### src/rtl/aclink_pkg.sv
package aclink_pkg;
  localparam int TAG_W      = 16;
  localparam int SLOT_W     = 20;
  localparam int N_SLOTS    = 12;
  localparam int SMP_W      = 16;
  localparam int ADDR_W     = 7;
  localparam int SLOT_IDX_W = $clog2(N_SLOTS + 1);
  localparam int BIT_IDX_W  = $clog2(SLOT_W);
  localparam int PAD_W      = SLOT_W - SMP_W;
  localparam int CMD_PAD_W  = SLOT_W - 1 - ADDR_W;

  // slot positions used by the modem function
  localparam int SL_CMD_ADDR = 1;
  localparam int SL_CMD_DATA = 2;
  localparam int SL_LINE1    = 5;
  localparam int SL_LINE2    = 10;
  localparam int SL_GPIO     = 12;

  typedef logic [SLOT_W-1:0] slot_word_t;
endpackage

### src/rtl/aclink_frame_timer.sv
module aclink_frame_timer
  import aclink_pkg::*;
(
  input  logic                  clk,
  input  logic                  rst_n,
  output logic [SLOT_IDX_W-1:0] slot_idx,
  output logic [BIT_IDX_W-1:0]  bit_idx,
  output logic                  frame_last
);
  logic [SLOT_IDX_W-1:0] slot_d;
  logic [BIT_IDX_W-1:0]  bit_d;

  assign frame_last = (slot_idx == SLOT_IDX_W'(N_SLOTS)) && (bit_idx == '0);

  always_comb begin
    slot_d = slot_idx;
    bit_d  = bit_idx - BIT_IDX_W'(1);
    if (bit_idx == '0) begin
      if (frame_last) begin
        slot_d = '0;
        bit_d  = BIT_IDX_W'(TAG_W - 1);
      end else begin
        slot_d = slot_idx + SLOT_IDX_W'(1);
        bit_d  = BIT_IDX_W'(SLOT_W - 1);
      end
    end
  end

  always_ff @(posedge clk or negedge rst_n) begin
    if (!rst_n) begin
      slot_idx <= '0;
      bit_idx  <= BIT_IDX_W'(TAG_W - 1);
    end else begin
      slot_idx <= slot_d;
      bit_idx  <= bit_d;
    end
  end

  // the last bit of slot 12 is followed by the top bit of the tag
  a_r1_frame_wrap: assert property (@(posedge clk) disable iff (!rst_n)
    frame_last |=> (slot_idx == '0) && (bit_idx == BIT_IDX_W'(TAG_W - 1)));

  // every slot is entered at its top bit
  a_r1_slot_entry: assert property (@(posedge clk) disable iff (!rst_n)
    (slot_idx != $past(slot_idx)) && (slot_idx != '0) |-> bit_idx == BIT_IDX_W'(SLOT_W - 1));
endmodule

### src/rtl/aclink_slot_mux.sv
module aclink_slot_mux
  import aclink_pkg::*;
(
  input  logic                  clk,
  input  logic                  rst_n,
  input  logic                  load,
  input  logic                  cmd_valid,
  input  logic                  cmd_rd,
  input  logic [ADDR_W-1:0]     cmd_addr,
  input  logic [SMP_W-1:0]      cmd_wdata,
  input  logic [SMP_W-1:0]      line1_dac,
  input  logic [SMP_W-1:0]      line2_dac,
  input  logic [SMP_W-1:0]      gpio_word,
  input  logic [SLOT_IDX_W-1:0] slot_idx,
  input  logic [BIT_IDX_W-1:0]  bit_idx,
  output logic                  bit_nxt,
  output logic                  cmd_in_frame
);
  // frame snapshot, captured on the last bit clock
  logic              snap_cmd_q, snap_rd_q;
  logic [ADDR_W-1:0] snap_addr_q;
  logic [SMP_W-1:0]  snap_wd_q, snap_l1_q, snap_l2_q, snap_gp_q;
  logic              accept;

  slot_word_t        words [N_SLOTS+1];
  logic [N_SLOTS:1]  slot_vld;

  assign accept       = load && cmd_valid && !snap_cmd_q;
  assign cmd_in_frame = snap_cmd_q;

  always_ff @(posedge clk or negedge rst_n) begin
    if (!rst_n) begin
      snap_cmd_q  <= 1'b0;
      snap_rd_q   <= 1'b0;
      snap_addr_q <= '0;
      snap_wd_q   <= '0;
      snap_l1_q   <= '0;
      snap_l2_q   <= '0;
      snap_gp_q   <= '0;
    end else if (load) begin
      snap_cmd_q  <= accept;
      snap_rd_q   <= accept && cmd_rd;
      snap_addr_q <= accept ? cmd_addr : '0;
      snap_wd_q   <= (accept && !cmd_rd) ? cmd_wdata : '0;
      snap_l1_q   <= line1_dac;
      snap_l2_q   <= line2_dac;
      snap_gp_q   <= gpio_word;
    end
  end

  // slot valid flags and slot contents, one per slot position
  for (genvar n = 1; n <= N_SLOTS; n++) begin : g_slot
    always_comb begin
      slot_vld[n] = 1'b0;
      words[n]    = '0;
      case (n)
        SL_CMD_ADDR: begin
          slot_vld[n] = snap_cmd_q;
          words[n]    = snap_cmd_q ? {snap_rd_q, snap_addr_q, {CMD_PAD_W{1'b0}}} : '0;
        end
        SL_CMD_DATA: begin
          slot_vld[n] = snap_cmd_q && !snap_rd_q;
          words[n]    = slot_vld[n] ? {snap_wd_q, {PAD_W{1'b0}}} : '0;
        end
        SL_LINE1: begin
          slot_vld[n] = 1'b1;
          words[n]    = {snap_l1_q, {PAD_W{1'b0}}};
        end
        SL_LINE2: begin
          slot_vld[n] = 1'b1;
          words[n]    = {snap_l2_q, {PAD_W{1'b0}}};
        end
        SL_GPIO: begin
          slot_vld[n] = 1'b1;
          words[n]    = {snap_gp_q, {PAD_W{1'b0}}};
        end
        default: ;
      endcase
    end
  end

  // tag slot: frame valid on top, then one flag per slot
  always_comb begin
    words[0]                = '0;
    words[0][TAG_W-1]       = 1'b1;
    for (int n = 1; n <= N_SLOTS; n++) words[0][TAG_W-1-n] = slot_vld[n];
  end

  assign bit_nxt = words[slot_idx][bit_idx];

  // trailing pad of the command address slot is zero
  a_r3_cmd_pad: assert property (@(posedge clk) disable iff (!rst_n)
    (slot_idx == SLOT_IDX_W'(SL_CMD_ADDR)) && (bit_idx < BIT_IDX_W'(CMD_PAD_W)) |-> !bit_nxt);

  // a read frame sends nothing in the data slot
  a_r4_read_no_data: assert property (@(posedge clk) disable iff (!rst_n)
    (slot_idx == SLOT_IDX_W'(SL_CMD_DATA)) && snap_rd_q |-> !bit_nxt);

  // unused slots stay silent
  a_r7_unused_zero: assert property (@(posedge clk) disable iff (!rst_n)
    (slot_idx inside {4'd3, 4'd4, 4'd6, 4'd7, 4'd8, 4'd9, 4'd11}) |-> !bit_nxt);

  // a command frame is never followed directly by another
  a_r10_no_back_to_back: assert property (@(posedge clk) disable iff (!rst_n)
    load && snap_cmd_q |=> !snap_cmd_q);

  // snapshot holds still except at the frame boundary
  a_r8_snapshot_stable: assert property (@(posedge clk) disable iff (!rst_n)
    !$past(load) |-> $stable(snap_l1_q) && $stable(snap_cmd_q) && $stable(snap_gp_q));
endmodule

### src/rtl/aclink_tx_framer.sv
module aclink_tx_framer
  import aclink_pkg::*;
(
  input  logic              clk,
  input  logic              rst_n,
  input  logic              cmd_valid,
  input  logic              cmd_rd,
  input  logic [ADDR_W-1:0] cmd_addr,
  input  logic [SMP_W-1:0]  cmd_wdata,
  input  logic [SMP_W-1:0]  line1_dac,
  input  logic [SMP_W-1:0]  line2_dac,
  input  logic [SMP_W-1:0]  gpio_word,
  output logic              cmd_ack,
  output logic              sync,
  output logic              sdata
);
  logic [1:0]            rst_pipe_q;
  logic                  rst_sync_n;
  logic [SLOT_IDX_W-1:0] slot_idx;
  logic [BIT_IDX_W-1:0]  bit_idx;
  logic                  frame_last, bit_nxt, cmd_in_frame;
  logic                  sync_d, sdata_d, ack_d;

  // asynchronous assert, synchronous release
  always_ff @(posedge clk or negedge rst_n) begin
    if (!rst_n) rst_pipe_q <= '0;
    else        rst_pipe_q <= {rst_pipe_q[0], 1'b1};
  end
  assign rst_sync_n = rst_pipe_q[1];

  aclink_frame_timer u_timer (
    .clk        (clk),
    .rst_n      (rst_sync_n),
    .slot_idx   (slot_idx),
    .bit_idx    (bit_idx),
    .frame_last (frame_last)
  );

  aclink_slot_mux u_mux (
    .clk          (clk),
    .rst_n        (rst_sync_n),
    .load         (frame_last),
    .cmd_valid    (cmd_valid),
    .cmd_rd       (cmd_rd),
    .cmd_addr     (cmd_addr),
    .cmd_wdata    (cmd_wdata),
    .line1_dac    (line1_dac),
    .line2_dac    (line2_dac),
    .gpio_word    (gpio_word),
    .slot_idx     (slot_idx),
    .bit_idx      (bit_idx),
    .bit_nxt      (bit_nxt),
    .cmd_in_frame (cmd_in_frame)
  );

  always_comb begin
    sync_d  = (slot_idx == '0);
    sdata_d = bit_nxt;
    ack_d   = frame_last && cmd_in_frame;
  end

  always_ff @(posedge clk or negedge rst_sync_n) begin
    if (!rst_sync_n) begin
      sync    <= 1'b0;
      sdata   <= 1'b0;
      cmd_ack <= 1'b0;
    end else begin
      sync    <= sync_d;
      sdata   <= sdata_d;
      cmd_ack <= ack_d;
    end
  end

  // the acknowledge sits on the final bit, so a new frame starts next
  a_r9_ack_then_frame: assert property (@(posedge clk) disable iff (!rst_sync_n)
    cmd_ack |=> $rose(sync));

  // the acknowledge is a single-cycle pulse
  a_r9_ack_pulse: assert property (@(posedge clk) disable iff (!rst_sync_n)
    cmd_ack |=> !cmd_ack);

  // outputs quiet while in reset
  always_comb begin
    if (!rst_n) a_r11_reset_quiet: assert (!sync && !sdata && !cmd_ack);
  end
endmodule

### config.mk
export PLATFORM = sky130hd
export DESIGN_NAME = aclink_tx_framer
export DESIGN_NICKNAME = d
export VERILOG_FILES = /design/src/rtl/aclink_pkg.sv /design/src/rtl/aclink_frame_timer.sv /design/src/rtl/aclink_slot_mux.sv /design/src/rtl/aclink_tx_framer.sv
export SDC_FILE = /design/constraint.sdc
export NUM_CORES = 1
export LEC_CHECK = 0
export ABC_CLOCK_PERIOD_IN_PS = 3000
export BUFFER_PORTS_ARGS = -buffer_cell sky130_fd_sc_hd__buf_2
export CAP_MARGIN = 10
export CORE_UTILIZATION = 40
export CTS_CLUSTER_SIZE = 25
export DETAILED_ROUTE_END_ITERATION = 12
export PLACE_DENSITY_LB_ADDON = 0.3
export SKIP_CTS_REPAIR_TIMING = 1
export SLEW_MARGIN = 15
export SYNTH_ARGS = -nofsm -noshare
export SYNTH_HDL_FRONTEND = slang
export SYNTH_SLANG_ARGS = --single-unit
### constraint.sdc
create_clock -name clk -period 3 [get_ports clk]
set_input_delay 0.3 -clock clk [delete_from_list [all_inputs] [get_ports clk]]
set_output_delay 0.3 -clock clk [all_outputs]
set_load 0.05 [all_outputs]
==> flow_metrics.py <==
metrics = {
    "power": {
        "clockPowerShare_pct": 40.3,
        "p_seq_share_pct": 56.3,
        "p_int_w": 0.00166,
        "p_sw_w": 0.000439,
        "p_comb_share_pct": 3.4,
        "p_leak_nw": 2.55,
        "peakVddDrop_mv": 0.195,
        "p_per_area_nw_per_um2": 423,
        "swShare_pct": 20.9,
    },
    "floorplan": {
        "die_y_um": 104,
        "start_util_pct": 41.0,
        "io_pins": 78,
        "coreArea_um2": 10200,
        "rows": 37,
        "dieArea_um2": 10900,
        "die_x_um": 104,
    },
    "yosys": {
        "syn-num-nets": 543,
        "async_flop_share_pct": 100,
        "syn_inst": 464,
        "seq_area_frac_synth_pct": 52.0,
        "ys_types": 57,
        "synth-edff-count": 0,
        "ys_ff_latch": 87,
        "synth_area_um2": 4200,
        "synth_area_per_cell_um2": 9.04,
        "synthFlopType": "dfrtp_1",
        "ys_warn_count": 0,
    },
    "cts": {
        "cts_max_level": 3,
        "clk_latency_ns": 0.36,
        "clock_path_buffers": 2,
        "root_buffer": "clkbuf_8",
        "cts_tree": "built",
        "cts-buffers-inserted": 9,
        "cts.sinks": 87,
        "path_clk_slew_ns": 0.09,
    },
    "critical_path": {
        "crit_buf_inv": 1,
        "cpPeakStageDelay_ns": 0.87,
        "crit_fanout": 19,
        "critPathRequiredTime_ns": 3.30,
        "slowest_stage": "nor3b_2",
        "startpoint_type": "flip-flop",
        "cp_data_arrival_time_ns": 2.89,
        "cp.depth": 6,
        "rrSetupSlack_ns": 0.41,
        "crit_family": "simple AND/OR/NAND/NOR gates",
        "critPathCaptureType": "flip-flop",
        "reg2reg_depth": 6,
        "worstSetupPathType": "reg -> reg",
        "crit_chain": "inv_2, ha_1, and3_1, nand2b_2, nor3b_2, a22o_1",
    },
    "cells_and_area": {
        "nets": 612,
        "area_delta_synth_final_pct": 18.6,
        "drive_gt1_share_pct": 22.9,
        "diodes": 0,
    },
    "placed_design": {
        "place_ws_ns": 0.470,
        "hpwl_um": 7460,
        "place_congestion": 0.913,
        "port_buffers": 77,
    },
    "sta": {
        "finalClockSkew_ns": 0.0129,
        "max_freq_mhz": 386,
        "final.period_utilization_pct": 86.4,
        "finalHoldViolCount": 0,
        "setup_ws_ns": 0.407,
        "slew_headroom_pct": 27.6,
        "finalSetupTns_ns": 0,
        "fin_crit_ns": 2.59,
        "tightest_slew_ns": 1.08,
        "setup_viol_count_final": 0,
        "slew_viol_final": 0,
        "rsz0062_at_grt": "no",
    },
    "route": {
        "first_iter_violations": 375,
        "drcViolationCount": 0,
        "via_count": 3605,
        "via_per_inst": 5.35,
        "final_antenna_net_count": 0,
        "drt-total-wl_um": 10800,
        "wl_per_cell_um": 16.0,
        "dr.pass1.iters": 6,
    },
    "global_route": {
        "antenna_found_initial": 0,
        "grt_util_all_layers_pct": 20.7,
        "grt_overflow": 0,
        "grt_pass1_vias": 3621,
        "grt_max_degree": 86,
        "grt_pass1_wl_um": 17600,
    },
    "hold_path": {
        "hold_path.class": "in -> reg",
        "whs_path_depth": 3,
    },
    "run_status": {
        "outcome": "completed",
    },
    "job": {
        "drv_cap": 0,
    },
}
-- flip-flops by register name (all words and copies together) (netlist names), 2 cells and up --
register           count
u_timer.bit_idx        5
u_mux.snap_gp_q       16
u_mux.snap_addr_q      7
u_mux.snap_l1_q       16
u_mux.snap_wd_q       16
u_timer.slot_idx       4
u_mux.snap_l2_q       16
rst_pipe_q             2
-- worst paths after layout --
| path | from | to |
|---|---|---|
| max | u_timer.slot_idx[0] | u_mux.snap_wd_q[11] |
| min | line1_dac[2] | u_mux.snap_l1_q[2] |
| max reg2reg | u_timer.slot_idx[0] | u_mux.snap_wd_q[11] |
| min reg2reg | rst_pipe_q[1] | u_mux.snap_wd_q[11] |
| max in group asynchronous | rst_pipe_q[1] | u_timer.bit_idx[1] |
| min in group asynchronous | rst_n | rst_pipe_q[1] |
-- metal layers --
metal / wire, um / GRT usage [%] / vias up
li1: - / - / 1728
met1: 4980 / 28.7 / 1698
met2: 4820 / 31.4 / 146
met3: 626 / 4.07 / 33
met4: 357 / 9.18 / 0
met5: 0 / 0 / -
-- cell usage after synthesis (3+ instances only) --
cell	number	share of area, %
nand2_1	173	15
dfrtp_1	83	49
a22o_1	24	5.0
clkbuf_1	21	1.9
a21oi_1	20	2.4
nor2_1	11	0.98
nand3_1	10	1.2
a22oi_1	9	1.6
buf_2	8	0.95
o21ai_0	7	0.83
nor2b_1	6	0.89
nor3_1	6	0.72
mux2_2	5	1.3
dfstp_2	4	2.5
ha_1	4	1.2
mux2i_1	4	0.95
nand2b_1	4	0.60
a221oi_1	3	0.63
a311oi_1	3	0.63
a31oi_1	3	0.45
inv_1	3	0.27
o31ai_1	3	0.54
-- cell type report --
type	instances	area [um^2]
Clock buffer	13	169
Fill cell	980	5250
Sequential cell	87	2190
Tap cell	136	170
Clock inverter	3	40.0
Inverter	5	18.8
Multi-Input combinational cell	338	1850
Timing Repair Buffer	92	546
-- cell families after synthesis --
| group | Yosys count | share of synthesized area [%] |
|---|---|---|
| adder cells (fa/ha/maj) | 4 | 1.19 |
| AND/OR/NAND/NOR | 226 | 22.9 |
| AO/OA/AOI/OAI | 95 | 16.7 |
| XOR/XNOR | 2 | 0.417 |
| other | 1 | 0.0894 |
| buffers and inverters | 39 | 4.17 |
| flip-flops | 87 | 52.0 |
| multiplexers | 10 | 2.56 |
-- layout by cell type (no fill, tap or decap), types with 6 or more instances in the layout --
cell type,n
nor3_1,6
nand3_1,10
a21oi_1,20
a22o_1,24
nand2_1,173
buf_2,77
a22oi_1,9
nor2_1,11
buf_4,11
o21ai_0,7
dfrtp_1,82
clkbuf_8,12
-- through the flow --
step / util (%) / hold slack (ns) / instances / power (W) / cell area (um^2)
final: 48.7 / 0.132 / 674 / 0.00210 / 4980
after CTS: 48.3 / -0.308 / 672 / 0.00213 / 4940
after floorplan: - / 0.00441 / 464 / 0.00122 / 4200
after detailed placement: 46.3 / 0.0875 / 656 / 0.00128 / 4730
after global routing: 48.7 / 0.127 / 674 / 0.00219 / 4980
after global placement: 46.3 / 0.0845 / 656 / 0.00127 / 4730
-- tightest hold or removal path, stage by stage --
cell and delay, ns:
buf_2 0.08, nand2_1 0.04, nand2_1 0.04
-- power groups by stage --
stage	Clock (W)	Combinational [W]	Sequential, W
2_1_floorplan	0	0.00000319	0.00121
3_3_place_gp	0	0.0000544	0.00122
3_5_place_dp	0	0.0000554	0.00122
4_1_cts	0.000874	0.0000557	0.00120
5_1_grt	0.000922	0.0000810	0.00119
6_report	0.000848	0.0000721	0.00118
Power figures use the tool's default switching activity.
